--- config.mk ---
export PLATFORM = sky130hd
export DESIGN_NAME = regspi_master
export DESIGN_NICKNAME = d
export VERILOG_FILES = /design/src/rtl/regspi_pkg.sv /design/src/rtl/regspi_regs.sv /design/src/rtl/regspi_clkgen.sv /design/src/rtl/regspi_shifter.sv /design/src/rtl/regspi_master.sv
export SDC_FILE = /design/constraint.sdc
export NUM_CORES = 1
export LEC_CHECK = 0
export BUFFER_PORTS_ARGS = -buffer_cell sky130_fd_sc_hd__buf_4
export CORE_ASPECT_RATIO = 0.8
export CORE_UTILIZATION = 55
export CTS_BUF_LIST = sky130_fd_sc_hd__clkbuf_2
export CTS_CLUSTER_DIAMETER = 40
export DETAILED_ROUTE_END_ITERATION = 7
export HOLD_SLACK_MARGIN = 0.12
export PLACE_DENSITY = 0.82
export SYNTH_ARGS = -nofsm -noshare
export SYNTH_HDL_FRONTEND = slang
export SYNTH_HIERARCHICAL = 1
export SYNTH_SLANG_ARGS = --single-unit
--- constraint.sdc ---
create_clock -name clk -period 4.95 [get_ports clk]
set_clock_uncertainty 0.2 [all_clocks]
set_input_delay 0.2475 -clock clk [delete_from_list [all_inputs] [get_ports clk]]
set_output_delay 0.2475 -clock clk [all_outputs]
set_load 0.1 [all_outputs]
--- src/rtl/regspi_pkg.sv ---
package regspi_pkg;

  localparam int unsigned DIV_W   = 3;
  localparam int unsigned FRAME_W = 8;

  localparam logic [7:0] OFS_STAT = 8'h00;
  localparam logic [7:0] OFS_CFG  = 8'h10;
  localparam logic [7:0] OFS_CTL  = 8'h14;
  localparam logic [7:0] OFS_DATA = 8'h20;

  localparam int unsigned CFG_MSB_BIT  = 8;
  localparam int unsigned CFG_CPOL_BIT = 6;
  localparam int unsigned CFG_RXF_BIT  = 5;
  localparam int unsigned CFG_TXF_BIT  = 4;

  localparam int unsigned CTL_HIZ_BIT = 3;
  localparam int unsigned CTL_WR_BIT  = 2;
  localparam int unsigned CTL_RD_BIT  = 1;
  localparam int unsigned CTL_EN_BIT  = 0;

  localparam logic [DIV_W-1:0] DIV_STOP = '1;

  typedef struct packed {
    logic             msb_first;
    logic             cpol;
    logic             rx_fall;
    logic             tx_fall;
    logic [DIV_W-1:0] div_code;
  } cfg_t;

  localparam cfg_t CFG_RST = '{msb_first: 1'b1, cpol: 1'b1, rx_fall: 1'b0,
                               tx_fall: 1'b1, div_code: 3'd3};

endpackage

--- src/rtl/regspi_regs.sv ---
module regspi_regs
  import regspi_pkg::*;
#(
  parameter int unsigned ADDR_W = 8,
  parameter int unsigned DATA_W = 32
) (
  input  logic               clk,
  input  logic               rst_n,
  input  logic               bus_en,
  input  logic               bus_we,
  input  logic [ADDR_W-1:0]  bus_addr,
  input  logic [DATA_W-1:0]  bus_wdata,
  output logic [DATA_W-1:0]  bus_rdata,
  input  logic               frame_done,
  input  logic [FRAME_W-1:0] rx_byte,
  output cfg_t               cfg_o,
  output logic [FRAME_W-1:0] tx_byte_o,
  output logic               start_o,
  output logic               busy_o,
  output logic               go_wr_o,
  output logic               go_rd_o,
  output logic               hiz_o,
  output logic               cs_rel_o
);

  cfg_t               cfg_q, cfg_d;
  logic [FRAME_W-1:0] data_q, data_d;
  logic               hiz_q, hiz_d;
  logic               rel_q, rel_d;
  logic               gowr_q, gowr_d;
  logic               gord_q, gord_d;

  logic wr_acc, wr_cfg, wr_ctl, wr_data, busy, start, rx_valid;
  logic unused_hi_bits;

  assign unused_hi_bits = ^bus_wdata[DATA_W-1:CFG_MSB_BIT+1];

  assign wr_acc  = bus_en & bus_we;
  assign wr_cfg  = wr_acc & (bus_addr == ADDR_W'(OFS_CFG));
  assign wr_ctl  = wr_acc & (bus_addr == ADDR_W'(OFS_CTL));
  assign wr_data = wr_acc & (bus_addr == ADDR_W'(OFS_DATA));

  assign busy     = gowr_q | gord_q;
  assign start    = wr_ctl & ~busy & (bus_wdata[CTL_WR_BIT] | bus_wdata[CTL_RD_BIT]);
  assign rx_valid = frame_done & gord_q;

  always_comb begin
    cfg_d  = cfg_q;
    data_d = data_q;
    hiz_d  = hiz_q;
    rel_d  = rel_q;
    gowr_d = gowr_q;
    gord_d = gord_q;

    if (wr_cfg) begin
      cfg_d.msb_first = bus_wdata[CFG_MSB_BIT];
      cfg_d.cpol      = bus_wdata[CFG_CPOL_BIT];
      cfg_d.rx_fall   = bus_wdata[CFG_RXF_BIT];
      cfg_d.tx_fall   = bus_wdata[CFG_TXF_BIT];
      cfg_d.div_code  = bus_wdata[DIV_W-1:0];
    end

    if (rx_valid) begin
      data_d = rx_byte;
    end else if (wr_data) begin
      data_d = bus_wdata[FRAME_W-1:0];
    end

    if (wr_ctl) begin
      hiz_d = bus_wdata[CTL_HIZ_BIT];
      rel_d = bus_wdata[CTL_EN_BIT];
    end

    if (frame_done) begin
      gowr_d = 1'b0;
      gord_d = 1'b0;
    end else if (start) begin
      gowr_d = bus_wdata[CTL_WR_BIT];
      gord_d = ~bus_wdata[CTL_WR_BIT];
    end
  end

  always_comb begin
    bus_rdata = '0;
    unique case (bus_addr)
      ADDR_W'(OFS_STAT): bus_rdata[0] = busy;
      ADDR_W'(OFS_CFG): begin
        bus_rdata[CFG_MSB_BIT]  = cfg_q.msb_first;
        bus_rdata[CFG_CPOL_BIT] = cfg_q.cpol;
        bus_rdata[CFG_RXF_BIT]  = cfg_q.rx_fall;
        bus_rdata[CFG_TXF_BIT]  = cfg_q.tx_fall;
        bus_rdata[DIV_W-1:0]    = cfg_q.div_code;
      end
      ADDR_W'(OFS_CTL): begin
        bus_rdata[CTL_HIZ_BIT] = hiz_q;
        bus_rdata[CTL_WR_BIT]  = gowr_q;
        bus_rdata[CTL_RD_BIT]  = gord_q;
        bus_rdata[CTL_EN_BIT]  = rel_q;
      end
      ADDR_W'(OFS_DATA): bus_rdata[FRAME_W-1:0] = data_q;
      default: bus_rdata = '0;
    endcase
  end

  always_ff @(posedge clk or negedge rst_n) begin
    if (!rst_n) begin
      cfg_q  <= CFG_RST;
      data_q <= '0;
      hiz_q  <= 1'b1;
      rel_q  <= 1'b1;
      gowr_q <= 1'b0;
      gord_q <= 1'b0;
    end else begin
      cfg_q  <= cfg_d;
      data_q <= data_d;
      hiz_q  <= hiz_d;
      rel_q  <= rel_d;
      gowr_q <= gowr_d;
      gord_q <= gord_d;
    end
  end

  assign cfg_o     = cfg_q;
  assign tx_byte_o = data_q;
  assign start_o   = start;
  assign busy_o    = busy;
  assign go_wr_o   = gowr_q;
  assign go_rd_o   = gord_q;
  assign hiz_o     = hiz_q;
  assign cs_rel_o  = rel_q;

endmodule

--- src/rtl/regspi_clkgen.sv ---
module regspi_clkgen
  import regspi_pkg::*;
(
  input  logic             clk,
  input  logic             rst_n,
  input  logic             busy,
  input  logic             cpol,
  input  logic [DIV_W-1:0] div_code,
  output logic             sck_o,
  output logic             edge_pulse_o,
  output logic             edge_rise_o
);

  localparam int unsigned HALF_MAX = 1 << ((1 << DIV_W) - 2);
  localparam int unsigned CNT_W    = $clog2(HALF_MAX);

  logic [CNT_W-1:0] cnt_q, cnt_d, half_m1;
  logic             sck_q, sck_d;
  logic             stopped, tick;

  assign half_m1 = CNT_W'((32'd1 << div_code) - 32'd1);
  assign stopped = (div_code == DIV_STOP);
  assign tick    = busy & ~stopped & (cnt_q >= half_m1);

  always_comb begin
    cnt_d = cnt_q;
    sck_d = sck_q;
    if (!busy) begin
      cnt_d = '0;
      sck_d = cpol;
    end else if (tick) begin
      cnt_d = '0;
      sck_d = ~sck_q;
    end else if (!stopped) begin
      cnt_d = cnt_q + CNT_W'(1);
    end
  end

  always_ff @(posedge clk or negedge rst_n) begin
    if (!rst_n) begin
      cnt_q <= '0;
      sck_q <= CFG_RST.cpol;
    end else begin
      cnt_q <= cnt_d;
      sck_q <= sck_d;
    end
  end

  assign sck_o        = sck_q;
  assign edge_pulse_o = tick;
  assign edge_rise_o  = ~sck_q;

endmodule

--- src/rtl/regspi_shifter.sv ---
module regspi_shifter
  import regspi_pkg::*;
(
  input  logic               clk,
  input  logic               rst_n,
  input  logic               start,
  input  logic [FRAME_W-1:0] load_byte,
  input  logic               edge_pulse,
  input  logic               edge_rise,
  input  logic               tx_fall,
  input  logic               rx_fall,
  input  logic               msb_first,
  input  logic               miso,
  output logic               mosi_o,
  output logic               done_o,
  output logic [FRAME_W-1:0] rx_byte_o
);

  localparam int unsigned EDGES = 2 * FRAME_W;
  localparam int unsigned EC_W  = $clog2(EDGES);

  logic [EC_W-1:0]    ecnt_q, ecnt_d;
  logic [FRAME_W-1:0] tx_q, tx_d, rx_q, rx_d, rx_next;
  logic               tx_edge, rx_edge;

  assign tx_edge = edge_pulse & (edge_rise ^ tx_fall);
  assign rx_edge = edge_pulse & (edge_rise ^ rx_fall);
  assign rx_next = msb_first ? {rx_q[FRAME_W-2:0], miso} : {miso, rx_q[FRAME_W-1:1]};
  assign done_o  = edge_pulse & (ecnt_q == EC_W'(EDGES - 1));

  always_comb begin
    ecnt_d = ecnt_q;
    tx_d   = tx_q;
    rx_d   = rx_q;
    if (start) begin
      ecnt_d = '0;
      tx_d   = load_byte;
      rx_d   = '0;
    end else if (edge_pulse) begin
      ecnt_d = ecnt_q + EC_W'(1);
      if (tx_edge && (ecnt_q != '0)) begin
        tx_d = msb_first ? {tx_q[FRAME_W-2:0], 1'b0} : {1'b0, tx_q[FRAME_W-1:1]};
      end
      if (rx_edge) begin
        rx_d = rx_next;
      end
    end
  end

  always_ff @(posedge clk or negedge rst_n) begin
    if (!rst_n) begin
      ecnt_q <= '0;
      tx_q   <= '0;
      rx_q   <= '0;
    end else begin
      ecnt_q <= ecnt_d;
      tx_q   <= tx_d;
      rx_q   <= rx_d;
    end
  end

  assign mosi_o    = msb_first ? tx_q[FRAME_W-1] : tx_q[0];
  assign rx_byte_o = rx_edge ? rx_next : rx_q;

endmodule

--- src/rtl/regspi_master.sv ---
module regspi_master
  import regspi_pkg::*;
#(
  parameter int unsigned ADDR_W = 8,
  parameter int unsigned DATA_W = 32
) (
  input  logic              clk,
  input  logic              rst_n,
  input  logic              bus_en,
  input  logic              bus_we,
  input  logic [ADDR_W-1:0] bus_addr,
  input  logic [DATA_W-1:0] bus_wdata,
  output logic [DATA_W-1:0] bus_rdata,
  output logic              spi_sck,
  output logic              spi_mosi,
  output logic              spi_mosi_oe,
  input  logic              spi_miso,
  output logic              spi_cs_n
);

  cfg_t               cfg_cur;
  logic [FRAME_W-1:0] tx_byte, rx_byte;
  logic               start, busy, go_wr, go_rd, hiz, cs_rel;
  logic               frame_done, edge_pulse, edge_rise;

  regspi_regs #(
    .ADDR_W (ADDR_W),
    .DATA_W (DATA_W)
  ) regs_i (
    .clk        (clk),
    .rst_n      (rst_n),
    .bus_en     (bus_en),
    .bus_we     (bus_we),
    .bus_addr   (bus_addr),
    .bus_wdata  (bus_wdata),
    .bus_rdata  (bus_rdata),
    .frame_done (frame_done),
    .rx_byte    (rx_byte),
    .cfg_o      (cfg_cur),
    .tx_byte_o  (tx_byte),
    .start_o    (start),
    .busy_o     (busy),
    .go_wr_o    (go_wr),
    .go_rd_o    (go_rd),
    .hiz_o      (hiz),
    .cs_rel_o   (cs_rel)
  );

  regspi_clkgen clkgen_i (
    .clk          (clk),
    .rst_n        (rst_n),
    .busy         (busy),
    .cpol         (cfg_cur.cpol),
    .div_code     (cfg_cur.div_code),
    .sck_o        (spi_sck),
    .edge_pulse_o (edge_pulse),
    .edge_rise_o  (edge_rise)
  );

  regspi_shifter shifter_i (
    .clk        (clk),
    .rst_n      (rst_n),
    .start      (start),
    .load_byte  (tx_byte),
    .edge_pulse (edge_pulse),
    .edge_rise  (edge_rise),
    .tx_fall    (cfg_cur.tx_fall),
    .rx_fall    (cfg_cur.rx_fall),
    .msb_first  (cfg_cur.msb_first),
    .miso       (spi_miso),
    .mosi_o     (spi_mosi),
    .done_o     (frame_done),
    .rx_byte_o  (rx_byte)
  );

  assign spi_cs_n    = cs_rel;
  assign spi_mosi_oe = ~hiz;

endmodule

==> results.ini <==
[place]
hpwl_mm=5.28
portBuffers=34
routabilityCongestion=0.811

[setup_path]
critical_path_class=flop to flop
crit_path_max_fanout=13
arrival_ns=4.18
path_delay_family=simple AND/OR/NAND/NOR gates
slowest_delay_ns=0.57
cp_cell_sequence=or3_1, ha_1, nor3_1, a21o_1, a21oi_1, ha_1, nand4_1, o221a_1, nor3_2, nand2_1, nor2_1, nor2_1, nand2_1, o22ai_1, dlygate4sd3_1
slowest_stage=dlygate4sd3_1
critPathBufInv=1
endpoint_kind=flop
worst_ep_required_time_ns=5.08
crit_path_start_kind=flop

[min_path]
holdCritPathClass=input pin to asynchronous set/reset pin

[synth]
yosysWarnings=6
synth_compound_area_frac=0.174
synth_edf_count=0
synth-seq-cells=46
yosysSeqAreaShare=0.365
synthAdderAreaFrac=0.0393
synth_mux_area_frac=0.0570
synth_top_family_by_area=simple AND/OR/NAND/NOR gates
async_flop_share=1.00
synth_cell_types=57
synthCells=340
synth-simple-area-share=0.238
synth.avg_cell_area_um2=9.36
synth-xor-area-share=0.0240
ys.flop_type=dfrtp_1
syn_area_um2=3180

[clock_tree]
cts_made_buffers=5
clockRootBuffer=clkbuf_2
cts_tree=done
cts_resized=0
path_clk_slew_ns=0.23
htree_levels=2
cts.sinks=46
clk_latency_ns=0.42
cts_setup_buffers=0
cts_buffer_depth=2

[global_route]
grtUsageMet3=0.0437
grt_max_degree=47
antenna_found_initial=0
grt_pass1_wl_mm=12.8
globalRouteTotalUtil=0.274
grt-busiest-layer=met2
grt_pass1_vias=2616
globalRoute.totalOverflow=0
use_met2=0.419
gr-usage-met1=0.384

[timing]
max_freq_mhz=247
slew-limit-headroom=0.541
period_needed_ns=4.05
tightestPinTransition_ns=0.685
finalHoldViolCount=0
rsz0062_at_grt=false
final-setup-viol-count=0
finalSetupTns_ns=0
fin_crit_sh=0.819
drv_slew=0

[floorplanning]
initial_core_util=0.576
num_rows=24
die_h_um=70.0
die_w_um=87.1
dieArea_um2=6100
design.core.area_um2=5530
io_pins=81

[cells_and_area]
diodes=0
fillers=444
final_core_util=0.655
nNetsFinal=440
area_growth_pct=13.6
mostFrequentLayoutCells=dfrtp_1, buf_4, nor2_1
layout_commonest_cell=dfrtp_1
drive_gt1_frac=0.225

[pwr]
p_total_mw=1.05
vdd_drop_max_mv=0.161
cellLeakagePower_nw=1.44
p_per_area_nw_per_um2=291

[detailed_routing]
drtIter0Drc=270
drcViolationCount=0
vias=2829
ant_nets=0
wl_per_cell_um=16.7
wirelength_mm=7.76
via_per_inst=6.10
first_pass_iters=5

[outcome]
status=finished clean

[job]
drv_cap=0

## logic make-up (layout without fill, tap and decap cells)
family,after synthesis,count (layout)
AND/OR/NAND/NOR,133,133
AO/OA/AOI/OAI,72,72
buffers and inverters,54,78
flip-flops,46,46
multiplexers,17,17
adder cells (fa/ha/maj),10,10
XOR/XNOR,7,7
other,1,23
## metal layers
layer,vias to the layer above,share of wire,wire (um)
met3,28,0.065,504
met2,147,0.46,3600
met1,1348,0.44,3400
met5,-,0,0
li1,1306,-,-
met4,0,0.032,252
## Yosys cell counts (all sizes together) (2+ instances only)
library cell | instances | area, um^2
dfrtp | 38 | 951
buf | 34 | 244
nor2 | 27 | 109
nand2 | 25 | 93.8
a31oi | 19 | 119
a21oi | 14 | 70.1
nand3 | 14 | 75.1
o31ai | 14 | 105
inv | 13 | 48.8
nand4 | 13 | 81.3
nor3 | 13 | 65.1
ha | 10 | 125
mux2 | 9 | 101
a2111oi | 8 | 120
dfstp | 8 | 210
mux2i | 8 | 80.1
nor2b | 8 | 50.1
clkbuf | 7 | 30.0
and3 | 6 | 37.5
and4 | 6 | 60.1
xor2 | 5 | 51.3
a22o | 4 | 35.0
nor4b | 3 | 47.5
o21ai | 3 | 15.0
or3 | 3 | 18.8
a221o | 2 | 20.0
a311o | 2 | 20.0
and2 | 2 | 12.5
o22ai | 2 | 12.5
or2 | 2 | 12.5
or4b | 2 | 20.0
xnor2 | 2 | 25.0
## power by group
| part | internal, mW | total (mW) | switching (mW) |
|---|---|---|---|
| Clock | 0.0347 | 0.159 | 0.124 |
| Sequential | 0.436 | 0.496 | 0.0596 |
| Combinational | 0.121 | 0.397 | 0.276 |
| Total | 0.592 | 1.05 | 0.460 |
## per-stage QoR
stage          cell area, um^2  instances  hold WS (ns)  setup WS [ns]
5_1_grt                   3620        464         0.154          0.537
2_1_floorplan             3270        362        -0.248          0.968
6_report                  3620        464         0.140          0.897
3_5_place_dp              3380        436        0.0893          0.981
3_3_place_gp              3380        436        0.0928           1.12
4_1_cts                   3620        464         0.151          0.929
## sequential cells by signal, summed over array words and instances, names as in the netlist, 4 cells and up
name              flops
clkgen_i/cnt_q        6
regs_i/cfg_o          7
shifter_i/rx_q        8
shifter_i/tx_q        8
regs_i/tx_byte_o      8
shifter_i/ecnt_q      4
## path summary, 6_finish.rpt
kind	depth (start not counted)	slack [ns]	startpoint	to
max	15	0.90	regs_i/cfg_o[1]	regs_i/go_wr_o
min	2	0.14	rst_n	shifter_i/ecnt_q[2]
max reg2reg	15	0.90	regs_i/cfg_o[1]	regs_i/go_wr_o
min reg2reg	2	0.33	regs_i/cfg_o[5]	clkgen_i/sck_o
max in group asynchronous	2	4.01	rst_n	shifter_i/tx_q[7]
min in group clk	4	0.21	bus_addr[0]	regs_i/cs_rel_o
## layout make-up
cell class              instances  area, um^2  area share
clock buffers                   6        30.0     0.00830
repair buffers                 57         478       0.132
flip-flops and latches         46        1160       0.321
inverters                      13        48.8      0.0135
clock inverters                 2        8.76     0.00242
multi-input cells             262        1790       0.496
well taps                      78        97.6      0.0270
## what timing repair did
item,4_1_cts,5_1_grt
setup endpoints to repair,0,0
hold endpoints to repair,67,0
hold buffers,20,0
Note: power is estimated with default switching activity, not from simulation.
